<file path="src/rtl/mhf_pkg.sv">
package mhf_pkg;
   localparam int unsigned MHF_BYTE_W  = 8;
   localparam int unsigned MHF_CRC_W   = 32;
   localparam int unsigned MHF_BIN_W   = 8;
   localparam int unsigned MHF_WORD_W  = 32;
   localparam logic [31:0] MHF_POLY    = 32'h04C1_1DB7;
   localparam logic [31:0] MHF_PRESET  = 32'hFFFF_FFFF;

   typedef struct packed {
      logic done;
      logic pass;
      logic na;
   } mhf_verdict_t;
endpackage

</file>
<file path="src/rtl/mhf_crc_unit.sv">
module mhf_crc_unit #(
   parameter int unsigned          BYTE_W = mhf_pkg::MHF_BYTE_W,
   parameter int unsigned          CRC_W  = mhf_pkg::MHF_CRC_W,
   parameter logic [CRC_W-1:0]     POLY   = mhf_pkg::MHF_POLY,
   parameter logic [CRC_W-1:0]     PRESET = mhf_pkg::MHF_PRESET
) (
   input  logic              clk,
   input  logic              rst_n,
   input  logic              in_valid,
   input  logic [BYTE_W-1:0] in_byte,
   input  logic              in_last,
   output logic [CRC_W-1:0]  crc_q,
   output logic              group_q,
   output logic              final_q
);
   logic               fresh_q;
   logic [CRC_W-1:0]   stage [BYTE_W+1];

   assign stage[0] = fresh_q ? PRESET : crc_q;

   // one unrolled shift step per data bit, bit 0 of the byte first
   for (genvar b = 0; b < BYTE_W; b++) begin : g_step
      logic fb;
      assign fb = stage[b][CRC_W-1] ^ in_byte[b];
      assign stage[b+1] = {stage[b][CRC_W-2:0], 1'b0} ^ (fb ? POLY : '0);
   end

   always_ff @(posedge clk or negedge rst_n) begin
      if (!rst_n) begin
         crc_q   <= PRESET;
         fresh_q <= 1'b1;
         group_q <= 1'b0;
         final_q <= 1'b0;
      end else begin
         final_q <= in_valid & in_last;
         if (in_valid) begin
            crc_q   <= stage[BYTE_W];
            fresh_q <= in_last;
            if (fresh_q) group_q <= in_byte[0];
         end
      end
   end
endmodule

</file>
<file path="src/rtl/mhf_bin_table.sv">
module mhf_bin_table #(
   parameter int unsigned BIN_W  = mhf_pkg::MHF_BIN_W,
   parameter int unsigned WORD_W = mhf_pkg::MHF_WORD_W,
   localparam int unsigned BINS  = 1 << BIN_W,
   localparam int unsigned NREG  = BINS / WORD_W,
   localparam int unsigned SEL_W = (NREG > 1) ? $clog2(NREG) : 1,
   localparam int unsigned POS_W = $clog2(WORD_W)
) (
   input  logic              clk,
   input  logic              rst_n,
   input  logic              wr_en,
   input  logic [SEL_W-1:0]  sel,
   input  logic [WORD_W-1:0] wdata,
   output logic [WORD_W-1:0] rdata,
   input  logic [BIN_W-1:0]  bin,
   output logic              hit
);
   logic [WORD_W-1:0] regs_q [NREG];
   logic [SEL_W-1:0]  bin_reg;
   logic [POS_W-1:0]  bin_pos;

   for (genvar r = 0; r < NREG; r++) begin : g_reg
      always_ff @(posedge clk or negedge rst_n) begin
         if (!rst_n)                       regs_q[r] <= '0;
         else if (wr_en && sel == SEL_W'(r)) regs_q[r] <= wdata;
      end
   end

   assign rdata   = regs_q[sel];
   // most significant bin bits choose the word, the rest count down from its MSB
   assign bin_reg = SEL_W'(bin >> POS_W);
   assign bin_pos = POS_W'(WORD_W - 1) - bin[POS_W-1:0];
   assign hit     = regs_q[bin_reg][bin_pos];
endmodule

</file>
<file path="src/rtl/mhf_decide.sv">
module mhf_decide (
   input  logic                 clk,
   input  logic                 rst_n,
   input  logic                 final_in,
   input  logic                 group_in,
   input  logic                 hit_in,
   input  logic                 promisc,
   output mhf_pkg::mhf_verdict_t verdict
);
   mhf_pkg::mhf_verdict_t v_q;

   always_ff @(posedge clk or negedge rst_n) begin
      if (!rst_n) begin
         v_q <= '0;
      end else begin
         v_q.done <= final_in;
         if (final_in) begin
            v_q.pass <= promisc | (group_in & hit_in);
            v_q.na   <= ~group_in;
         end
      end
   end

   assign verdict = v_q;
endmodule

</file>
<file path="src/rtl/mcast_hash_filter.sv">
module mcast_hash_filter #(
   parameter int unsigned BYTE_W = mhf_pkg::MHF_BYTE_W,
   parameter int unsigned CRC_W  = mhf_pkg::MHF_CRC_W,
   parameter int unsigned BIN_W  = mhf_pkg::MHF_BIN_W,
   parameter int unsigned WORD_W = mhf_pkg::MHF_WORD_W,
   localparam int unsigned NREG  = (1 << BIN_W) / WORD_W,
   localparam int unsigned SEL_W = (NREG > 1) ? $clog2(NREG) : 1
) (
   input  logic              clk,
   input  logic              rst_n,
   input  logic              in_valid,
   input  logic [BYTE_W-1:0] in_byte,
   input  logic              in_last,
   input  logic              promisc,
   input  logic              reg_wr_en,
   input  logic [SEL_W-1:0]  reg_sel,
   input  logic [WORD_W-1:0] reg_wdata,
   output logic [WORD_W-1:0] reg_rdata,
   output logic              done,
   output logic              pass,
   output logic              na
);
   if (BIN_W > CRC_W) begin : g_bad_bin
      $error("bin width exceeds hash width");
   end
   if (((1 << BIN_W) % WORD_W) != 0 || NREG < 2) begin : g_bad_word
      $error("table bins must fill at least two whole registers");
   end

   logic [CRC_W-1:0] crc;
   logic             grp, fin, hit;
   mhf_pkg::mhf_verdict_t verdict;

   mhf_crc_unit #(.BYTE_W(BYTE_W), .CRC_W(CRC_W),
                  .POLY(CRC_W'(mhf_pkg::MHF_POLY)), .PRESET(CRC_W'(mhf_pkg::MHF_PRESET)))
   u_crc (
      .clk(clk), .rst_n(rst_n), .in_valid(in_valid), .in_byte(in_byte),
      .in_last(in_last), .crc_q(crc), .group_q(grp), .final_q(fin)
   );

   mhf_bin_table #(.BIN_W(BIN_W), .WORD_W(WORD_W)) u_table (
      .clk(clk), .rst_n(rst_n), .wr_en(reg_wr_en), .sel(reg_sel),
      .wdata(reg_wdata), .rdata(reg_rdata),
      .bin(crc[CRC_W-1 -: BIN_W]), .hit(hit)
   );

   mhf_decide u_decide (
      .clk(clk), .rst_n(rst_n), .final_in(fin), .group_in(grp),
      .hit_in(hit), .promisc(promisc), .verdict(verdict)
   );

   assign done = verdict.done;
   assign pass = verdict.pass;
   assign na   = verdict.na;
endmodule

</file>
<file path="config.mk">
export PLATFORM = sky130hd
export DESIGN_NAME = mcast_hash_filter
export DESIGN_NICKNAME = d
export VERILOG_FILES = /design/src/rtl/mhf_pkg.sv /design/src/rtl/mhf_crc_unit.sv /design/src/rtl/mhf_bin_table.sv /design/src/rtl/mhf_decide.sv /design/src/rtl/mcast_hash_filter.sv
export SDC_FILE = /design/constraint.sdc
export NUM_CORES = 1
export LEC_CHECK = 0
export BUFFER_PORTS_ARGS = -buffer_cell sky130_fd_sc_hd__buf_2
export CORE_MARGIN = 5
export CORE_UTILIZATION = 30
export DETAILED_ROUTE_END_ITERATION = 7
export PLACE_DENSITY = 0.47
export SLEW_MARGIN = 10
export SYNTH_ARGS = -nofsm -noshare
export SYNTH_HDL_FRONTEND = slang
export SYNTH_SLANG_ARGS = --single-unit
</file>
<file path="constraint.sdc">
create_clock -name clk -period 2.9 [get_ports clk]
set_input_delay 0.58 -clock clk [delete_from_list [all_inputs] [get_ports clk]]
set_output_delay 0.58 -clock clk [all_outputs]
set_load 0.1 [all_outputs]
</file>
After elaboration in Yosys (flattened, before gate mapping)
Cells that the tools add are included.
{"block": "op_classes", "reduce_logical": 10, "muxes": 17, "n_addsub": 1, "order_cmp": 3, "n_eq_ne": 7, "bitwise": 22}
{"op": "$xor 32x32->32", "count": 8}
{"op": "$mux 27", "count": 8}
{"op": "$bmux 32 s3", "count": 2}
{"op": "$mux 32", "count": 5}
{"op": "$eq 3x3->1 const B", "count": 4}
{"op": "$ge 4x4->1 const B", "count": 2}
{"op": "$logic_and 1x1->1", "count": 8}
{"op": "$not 3->4", "count": 2}
{"op": "$xor 1x1->1", "count": 8}
{"op": "$eq 3x2->1 const B", "count": 2}
{"op": "$lt 5x6->1 const B", "count": 1}
{"op": "$bmux 1 s5", "count": 1}
{"op": "$sub 5x5->5 const A", "count": 1}
{"op": "$eq 3x1->1 const B", "count": 1}
{"op": "$logic_not 3->1", "count": 1}
{"op": "$and 1x1->1", "count": 2}
{"op": "$reduce_and 2->1", "count": 1}
{"op": "$mux 1", "count": 1}
{"op": "$not 1->1", "count": 1}
{"op": "$or 1x1->1", "count": 1}
{"block": "totals", "inputBits": 49, "reg_bits": 294, "output_inout_bits": 35}

Depth between registers and ports, before layout
Gate-level depths: netlist of run 1.
{"block": "depth", "depth_word": 25, "ltp_mapped": 10, "ltp_nobuf": 7}

Modules after synthesis
Synthesis of run 1 repeated with hierarchy kept, for this count alone.
{"block": "hier_totals", "hier_cells": 1117, "area_unflattened_um2": 16240.6}
{"module": "mhf_bin_table", "n_inst": 1, "cells_per_inst": 889, "seq_area_each_um2": 6406.1, "area_each_um2": 13714.4}
{"module": "mhf_crc_unit", "n_inst": 1, "cells_per_inst": 220, "seq_area_each_um2": 917.1, "area_each_um2": 2423.6}
{"module": "mhf_decide", "n_inst": 1, "cells_per_inst": 8, "seq_area_each_um2": 75.1, "area_each_um2": 102.6}

Worst setup path after synthesis of run 1
No wires, ideal clock.
{"block": "synth_path", "path_type": "input to output", "start": "input port reg_sel[0]", "end": "output port reg_rdata[5]", "path_buffers": 2, "slack_ns": -0.077, "t_arrival_ns": 2.397, "cell_stages": 4, "path_cell_list": "clkbuf_1 buf_1 mux4_2 mux2_2"}
{"block": "synth_between", "elab_chain_cells": 4}
{"element": "from (decl)", "line": "mcast_hash_filter.sv:16", "rtl": "input logic [SEL_W-1:0] reg_sel,"}
{"element": "$not 3->4 (not written as such)", "line": "mhf_bin_table.sv:29", "rtl": "assign rdata = regs_q[sel];"}
{"element": "$bmux 32 s3", "line": "mhf_bin_table.sv:29"}
{"element": "$mux 32 (not written as such) (2 in a row)", "line": "mhf_bin_table.sv:29"}
{"element": "to (decl)", "line": "mcast_hash_filter.sv:18", "rtl": "output logic [WORD_W-1:0] reg_rdata,"}
Every way passes these cells. The select of a mux whose other input is x is not followed.

Worst setup path after layout of run 1
{"block": "layout_path", "start": "input port reg_sel[0]", "end": "output port reg_rdata[29]"}
Same word-level chain as after synthesis.

==> flow_summary.ini, run 1 <==
[synthesis]
synth-edff-count = 0
yosys.cell_count.top_type = mux2_2
netlist_top_cells_count = 308 x mux2_2, 261 x dfrtp_1, 104 x mux4_2
synth_nets = 1147
ys_types = 58
async_flop_share = 1.000
synth_area_leaders = dfrtp_1 41%, mux2_2 22%, mux4_2 15%
ys_seq_area_frac = 0.4594
synthCells = 1098
synth_warnings = 0
synth_area_mm2 = 0.01610
yosys.area.top_type_share = 0.4056
avgSynthCellArea_um2 = 14.67
ys.flop_type = dfrtp_1
synth_top_area_cell = dfrtp_1
ys_ff_latch = 294

[clock_network]
cts_buffers = 39
clkSinkCount = 294
cts_tree = built
cts_root_buf = clkbuf_16
path_clk_slew_ps = 50
clk_latency_ps = 550
cts_max_path_buffers = 3
h-tree-depth = 2

[global_routing]
met3_usage = 0.03059
busiest_layer = met2
grt_max_degree = 78
grt_overflow = 0
grt_pass1_wl_um = 71080
use_met2 = 0.2589
grt_pass1_vias = 10930
grt_antenna_before_repair = 5
use_met1 = 0.2130
track_usage = 0.1566

[cells_and_area]
num-nets-final = 1257
drive_above_1_share = 0.5533
fillers = 5158
area_delta_synth_final_pct = 18.08

[critical_path]
path_common_cell = buf_4
end_kind = output pin
crit_arrival_ps = 2270
r2r_start = u_crc.crc_q[29]
crit_path_max_fanout = 11
path_delay_family = multiplexers
cpPeakStageDelay_ps = 530
startpoint_type = input pin
path_class = input pin to output pin
startpoint = reg_sel[0]
required_ps = 2320
cpMaxStageDelayCell = mux4_2
cp_num_buf_inv = 3
path_cells = buf_4 -> buf_4 -> mux4_2 -> mux2_2 -> buf_2

[pwr]
power_mw = 19.48
power_leakage_nw = 7.705
vdd_drop_max_mv = 0.4688
power_density_mw_per_mm2 = 1024

[drt]
vias = 9974
routed_wl_um = 45790
drc = 0
routed_via_density = 5.152
ant_nets = 0
drt-pass1-iter-count = 5
drtIter0Drc = 535
wire_per_inst_um = 23.65

[sta]
finalCritPeriodShare = 0.9822
hold_viol = 0
post-route-min-period_ps = 2849
tightest_slew_ps = 822.8
fin_worst_skew_ps = 11.50
slew_headroom = 0.4515
setup_viol = 0
rsz0062_at_grt = false
fmax_mhz = 351.1
slew_violations = 0
fin_tns_setup_ps = 0

[floorplan]
ios = 84
initial_utilization = 0.3010
rows = 85
core_area_mm2 = 0.05350
dieArea_mm2 = 0.05841
die_w_um = 241.7
fp.dieH_um = 241.7

[placed_design]
dpl.hpwl_um = 30580
globalplace.congestion = 0.7650
io_buffers = 83

[worst_hold_path]
hold_start = in_last
hold_class = input pin to flop

[run_status]
status = finished clean

[job]
cap_viol_max_count = 0
kinds of logic (layout without fill, tap and decap cells):
logic type,after synthesis,after routing,share of synthesized area
muxes,455,455,0.3926
DFF,294,294,0.4594
and+or+nand+nor,114,114,0.03512
buffers and inverters,87,227,0.02727
AOI/OAI and AO/OA,75,75,0.03287
xor gates and xnor gates,73,73,0.05275
other,0,2,0
registers in the layout, summed over array words and instances, names as in the netlist:
register	cells
u_crc.group_q	1
u_crc.crc_q	32
u_crc.final_q	1
u_decide.verdict	3
u_crc.fresh_q	1
u_table.regs_q	256
timing repair:
item	CTS	global route
hold buffers	1	0
hold endpoints to repair	26	0
gates resized for setup	0	4
setup buffers	0	5
setup endpoints to repair	0	1
where the power goes:
group | internal (mW) | switching, mW | leakage [nW]
combinational | 3.93 | 4.39 | 3.60
sequential | 5.35 | 0.996 | 3.48
clock | 2.91 | 1.89 | 0.622
total | 12.2 | 7.28 | 7.71
layout make-up:
cell class	count	area, um^2	area share
Multi-Input combinational cell	717	8293	0.4361
Sequential cell	294	7406	0.3895
Timing Repair Buffer	153	1154	0.06067
Clock buffer	60	1146	0.06027
Tap cell	696	870.8	0.04580
Clock inverter	11	130.1	0.006843
Inverter	3	11.26	0.0005922
Antenna cell	2	5.005	0.0002632
layer usage:
layer  up-vias  part of all wire
li1       4390                 -
met1      5333              0.46
met2       180              0.48
met3        67             0.041
met4         4             0.019
met5         -           0.00059
stage by stage:
| stage | instances | hold slack, ps | setup WS (ps) | instance area (um^2) | utilization |
|---|---|---|---|---|---|
| floorplan | 1098 | 284.4 | 24.66 | 16110 | - |
| global placement | 1857 | 453.6 | 44.47 | 17660 | 0.3301 |
| detailed placement | 1857 | 459.7 | 50.29 | 17660 | 0.3301 |
| CTS | 1929 | 249.1 | 43.99 | 18950 | 0.3542 |
| global route | 1935 | 264.2 | 11.59 | 19010 | 0.3554 |
| finish | 1936 | 277.1 | 51.49 | 19020 | 0.3555 |
final timing paths:
path,endpoint,slack [ps],depth (start not counted)
min in group asynchronous,u_table.regs_q[108],560,2
max in group asynchronous,u_table.regs_q[56],1540,3
worst max register to register,u_decide.verdict[1],130,8
worst max-delay path,reg_rdata[29],50,5
worst min register to register,u_crc.crc_q[1],480,2
worst min-delay path,u_crc.final_q,280,2
placed cells by master (no fill, tap or decap), types with 6 or more instances in the layout:
cell type and instances:
dfstp_2 31, xnor2_1 47, mux2_2 308, mux4_2 104, dfrtp_1 261, o22ai_1 6, xnor2_2 6, buf_2 80
nand3_1 6, buf_4 54, clkbuf_8 7, a21oi_1 22, clkbuf_16 40, xnor2_4 8, clkbuf_1 13, nand2_1 18
o211ai_1 6, xor2_1 10, buf_12 15, a22oi_1 10, nor2_1 48, mux2i_1 38
(Power assumes the default switching activity.)
==> inputs of run 2 (changes only) <==
--- a/config.mk
+++ b/config.mk
@@ -9,7 +9,7 @@
 export CORE_MARGIN = 5
 export CORE_UTILIZATION = 30
 export DETAILED_ROUTE_END_ITERATION = 7
-export PLACE_DENSITY = 0.47
+export PLACE_DENSITY = 0.49
 export SLEW_MARGIN = 10
 export SYNTH_ARGS = -nofsm -noshare
 export SYNTH_HDL_FRONTEND = slang
==> constraint.sdc (replaced) <==
create_clock -name clk -period 2.4 [get_ports clk]
set_input_delay 0.48 -clock clk [delete_from_list [all_inputs] [get_ports clk]]
set_output_delay 0.48 -clock clk [all_outputs]
set_load 0.1 [all_outputs]
==> run 2 against run 1 <==
Effect of this change:
- the flow now finishes with violations (setup timing)
- clock power grew 22%
- worst setup slack worse by 240 ps
- clock-buffer cell count fell by 4
- core utilization up 4.0 points
- critical path depth increased by 4
- sequential power up 18%
- cell count grew 7.7%
- hold slack worse by 100 ps
- combinational power grew 55%
- via count up 6.3%
- sequential cell count did not move
- largest power group unchanged
==> flow_summary.ini, run 2 (same netlist as run 1, synthesis figures left out) <==
[pwr]
vdd_drop_max_mv = 0.6599
power_density_mw_per_mm2 = 1243
power_leakage_nw = 8.867

[critical_path]
crit_arrival_ps = 3030
r2r_start = u_crc.crc_q[29]
rr_endpoint = u_decide.verdict[1]
crit_path_max_fanout = 5
required_ps = 2850
reg2reg_setup_slack_ps = -190
reg2reg_depth = 9
end_kind = flop
startpoint_type = flop
path_class = flop to flop

[placed_design]
globalplace.congestion = 0.7593
io_buffers = 83
dpl.hpwl_um = 31050

[drt]
wire_per_inst_um = 22.91
routed_via_density = 5.081
ant_nets = 0
drc = 0
vias = 10600
drt-pass1-iter-count = 4
drtIter0Drc = 647
routed_wl_um = 47790

[floorplan]
core_area_mm2 = 0.05350
initial_utilization = 0.3010
die_w_um = 241.7
dieArea_mm2 = 0.05841
ios = 84
rows = 85
fp.dieH_um = 241.7

[sta]
hold_viol = 0
fin_tns_setup_ps = -313.8
post-route-min-period_ps = 2587
tightest_slew_ps = 727.8
setup_viol = 7
slew_headroom = 0.5130
rsz0062_at_grt = true
finalCritPeriodShare = 1.078
fin_worst_skew_ps = 26.29
holdWs_ps = 173.3
setup_ws_ps = -186.7
fmax_mhz = 386.6
slew_violations = 0

[clock_network]
clkSinkCount = 294
path_clk_slew_ps = 60
cts_root_buf = clkbuf_16
cts_tree = built
cts_max_path_buffers = 3
clk_latency_ps = 560
h-tree-depth = 2
cts_buffers = 37

[global_routing]
grt_antenna_before_repair = 4
grt_max_degree = 64
grt_pass1_wl_um = 73190
grt_overflow = 0
track_usage = 0.1607
grt_pass1_vias = 11360

[worst_hold_path]
whs_endpoint = u_decide.verdict[1]
hold_start = promisc
hold_class = input pin to flop
whs_path_depth = 3

[cells_and_area]
largest_reg_flops = 256
fillers = 5054
final_common_cell = mux2_2
post-route-util = 0.3955
num-nets-final = 1410
drive_above_1_share = 0.6177
layout_common_cells = 275 x mux2_2, 261 x dfrtp_1, 184 x buf_4, 105 x mux4_2, 60 x buf_12
area_delta_synth_final_pct = 31.37
top_register = u_table.regs_q

[run_status]
status = complete, but fails checks
failed_checks = setup timing

[job]
cap_viol_max_count = 0
==> run 2: changes by cell type in the layout (fill, tap and decap cells not counted), sizes merged <==
cell and change:
inv +1, buf +153, clkinv -2, clkbuf -2, diode -1, bufinv +1
==> run 2: final cells by class <==
type,instances,area (um^2),area share
Tap cell,696,870.8,0.04116
Sequential cell,294,7410,0.3502
Clock inverter,11,166.4,0.007866
Multi-Input combinational cell,717,8522,0.4028
Clock buffer,56,1119,0.05287
Timing Repair Buffer,308,3054,0.1444
Antenna cell,1,2.502,0.0001183
Inverter,3,11.26,0.0005323
==> run 2: power by group <==
| part | internal (mW) | switching, mW | total [mW] |
|---|---|---|---|
| combinational | 6.84 | 6.09 | 12.9 |
| sequential | 6.47 | 1.05 | 7.52 |
| clock | 3.57 | 2.29 | 5.86 |
| total | 16.9 | 9.43 | 26.3 |
==> run 2: timing repair <==
item                       CTS  global route
setup endpoints to repair   35            39
pin swaps                   10            24
hold endpoints to repair    54             0
buffers inserted            78            31
resized for setup          138            27
hold buffers                 1             0
gates cloned                 2             0
==> run 2: routing by layer <==
metal | routed length, um | GRT usage | vias to the layer above
li1 | - | - | 4691
met1 | 22330 | 0.2289 | 5641
met2 | 22600 | 0.2551 | 199
met3 | 1970 | 0.03302 | 62
met4 | 838 | 0.03625 | 6
met5 | 46 | 0 | -
==> run 2: worst max path at each step <==
| stage | slack, ps | end | depth (start not counted) | start |
|---|---|---|---|---|
| 2_1_floorplan | -20 | reg_rdata[26] | 4 | reg_sel[0] |
| 3_3_place_gp | -590 | u_decide.verdict[1] | 9 | u_crc.crc_q[29] |
| 3_5_place_dp | -490 | u_decide.verdict[1] | 9 | u_crc.crc_q[29] |
| 4_1_cts | -170 | u_decide.verdict[1] | 9 | u_crc.crc_q[29] |
| 5_1_grt | -240 | u_decide.verdict[1] | 12 | u_crc.crc_q[29] |
| 6_report | -190 | u_decide.verdict[1] | 9 | u_crc.crc_q[29] |
==> run 2: metrics by stage <==
step | power [mW] | setup WS, ps | cells | area, um^2
3_5_place_dp | 18.62 | -487.0 | 1909 | 18310
6_report | 26.31 | -186.7 | 2086 | 21160
5_1_grt | 27.64 | -243.6 | 2086 | 21160
3_3_place_gp | 18.53 | -591.4 | 1909 | 18310
4_1_cts | 26.06 | -170.6 | 2056 | 20800
2_1_floorplan | 15.21 | -22.94 | 1098 | 16240
==> run 2: critical path, stage by stage, from the launching register on <==
cell       delay (ps)
dfstp_4           640
buf_12            120
buf_16            140
buf_4             120
mux4_2            530
a2111oi_4         350
a21boi_1          110
a211oi_2          250
buf_4             160
o21ai_1            60
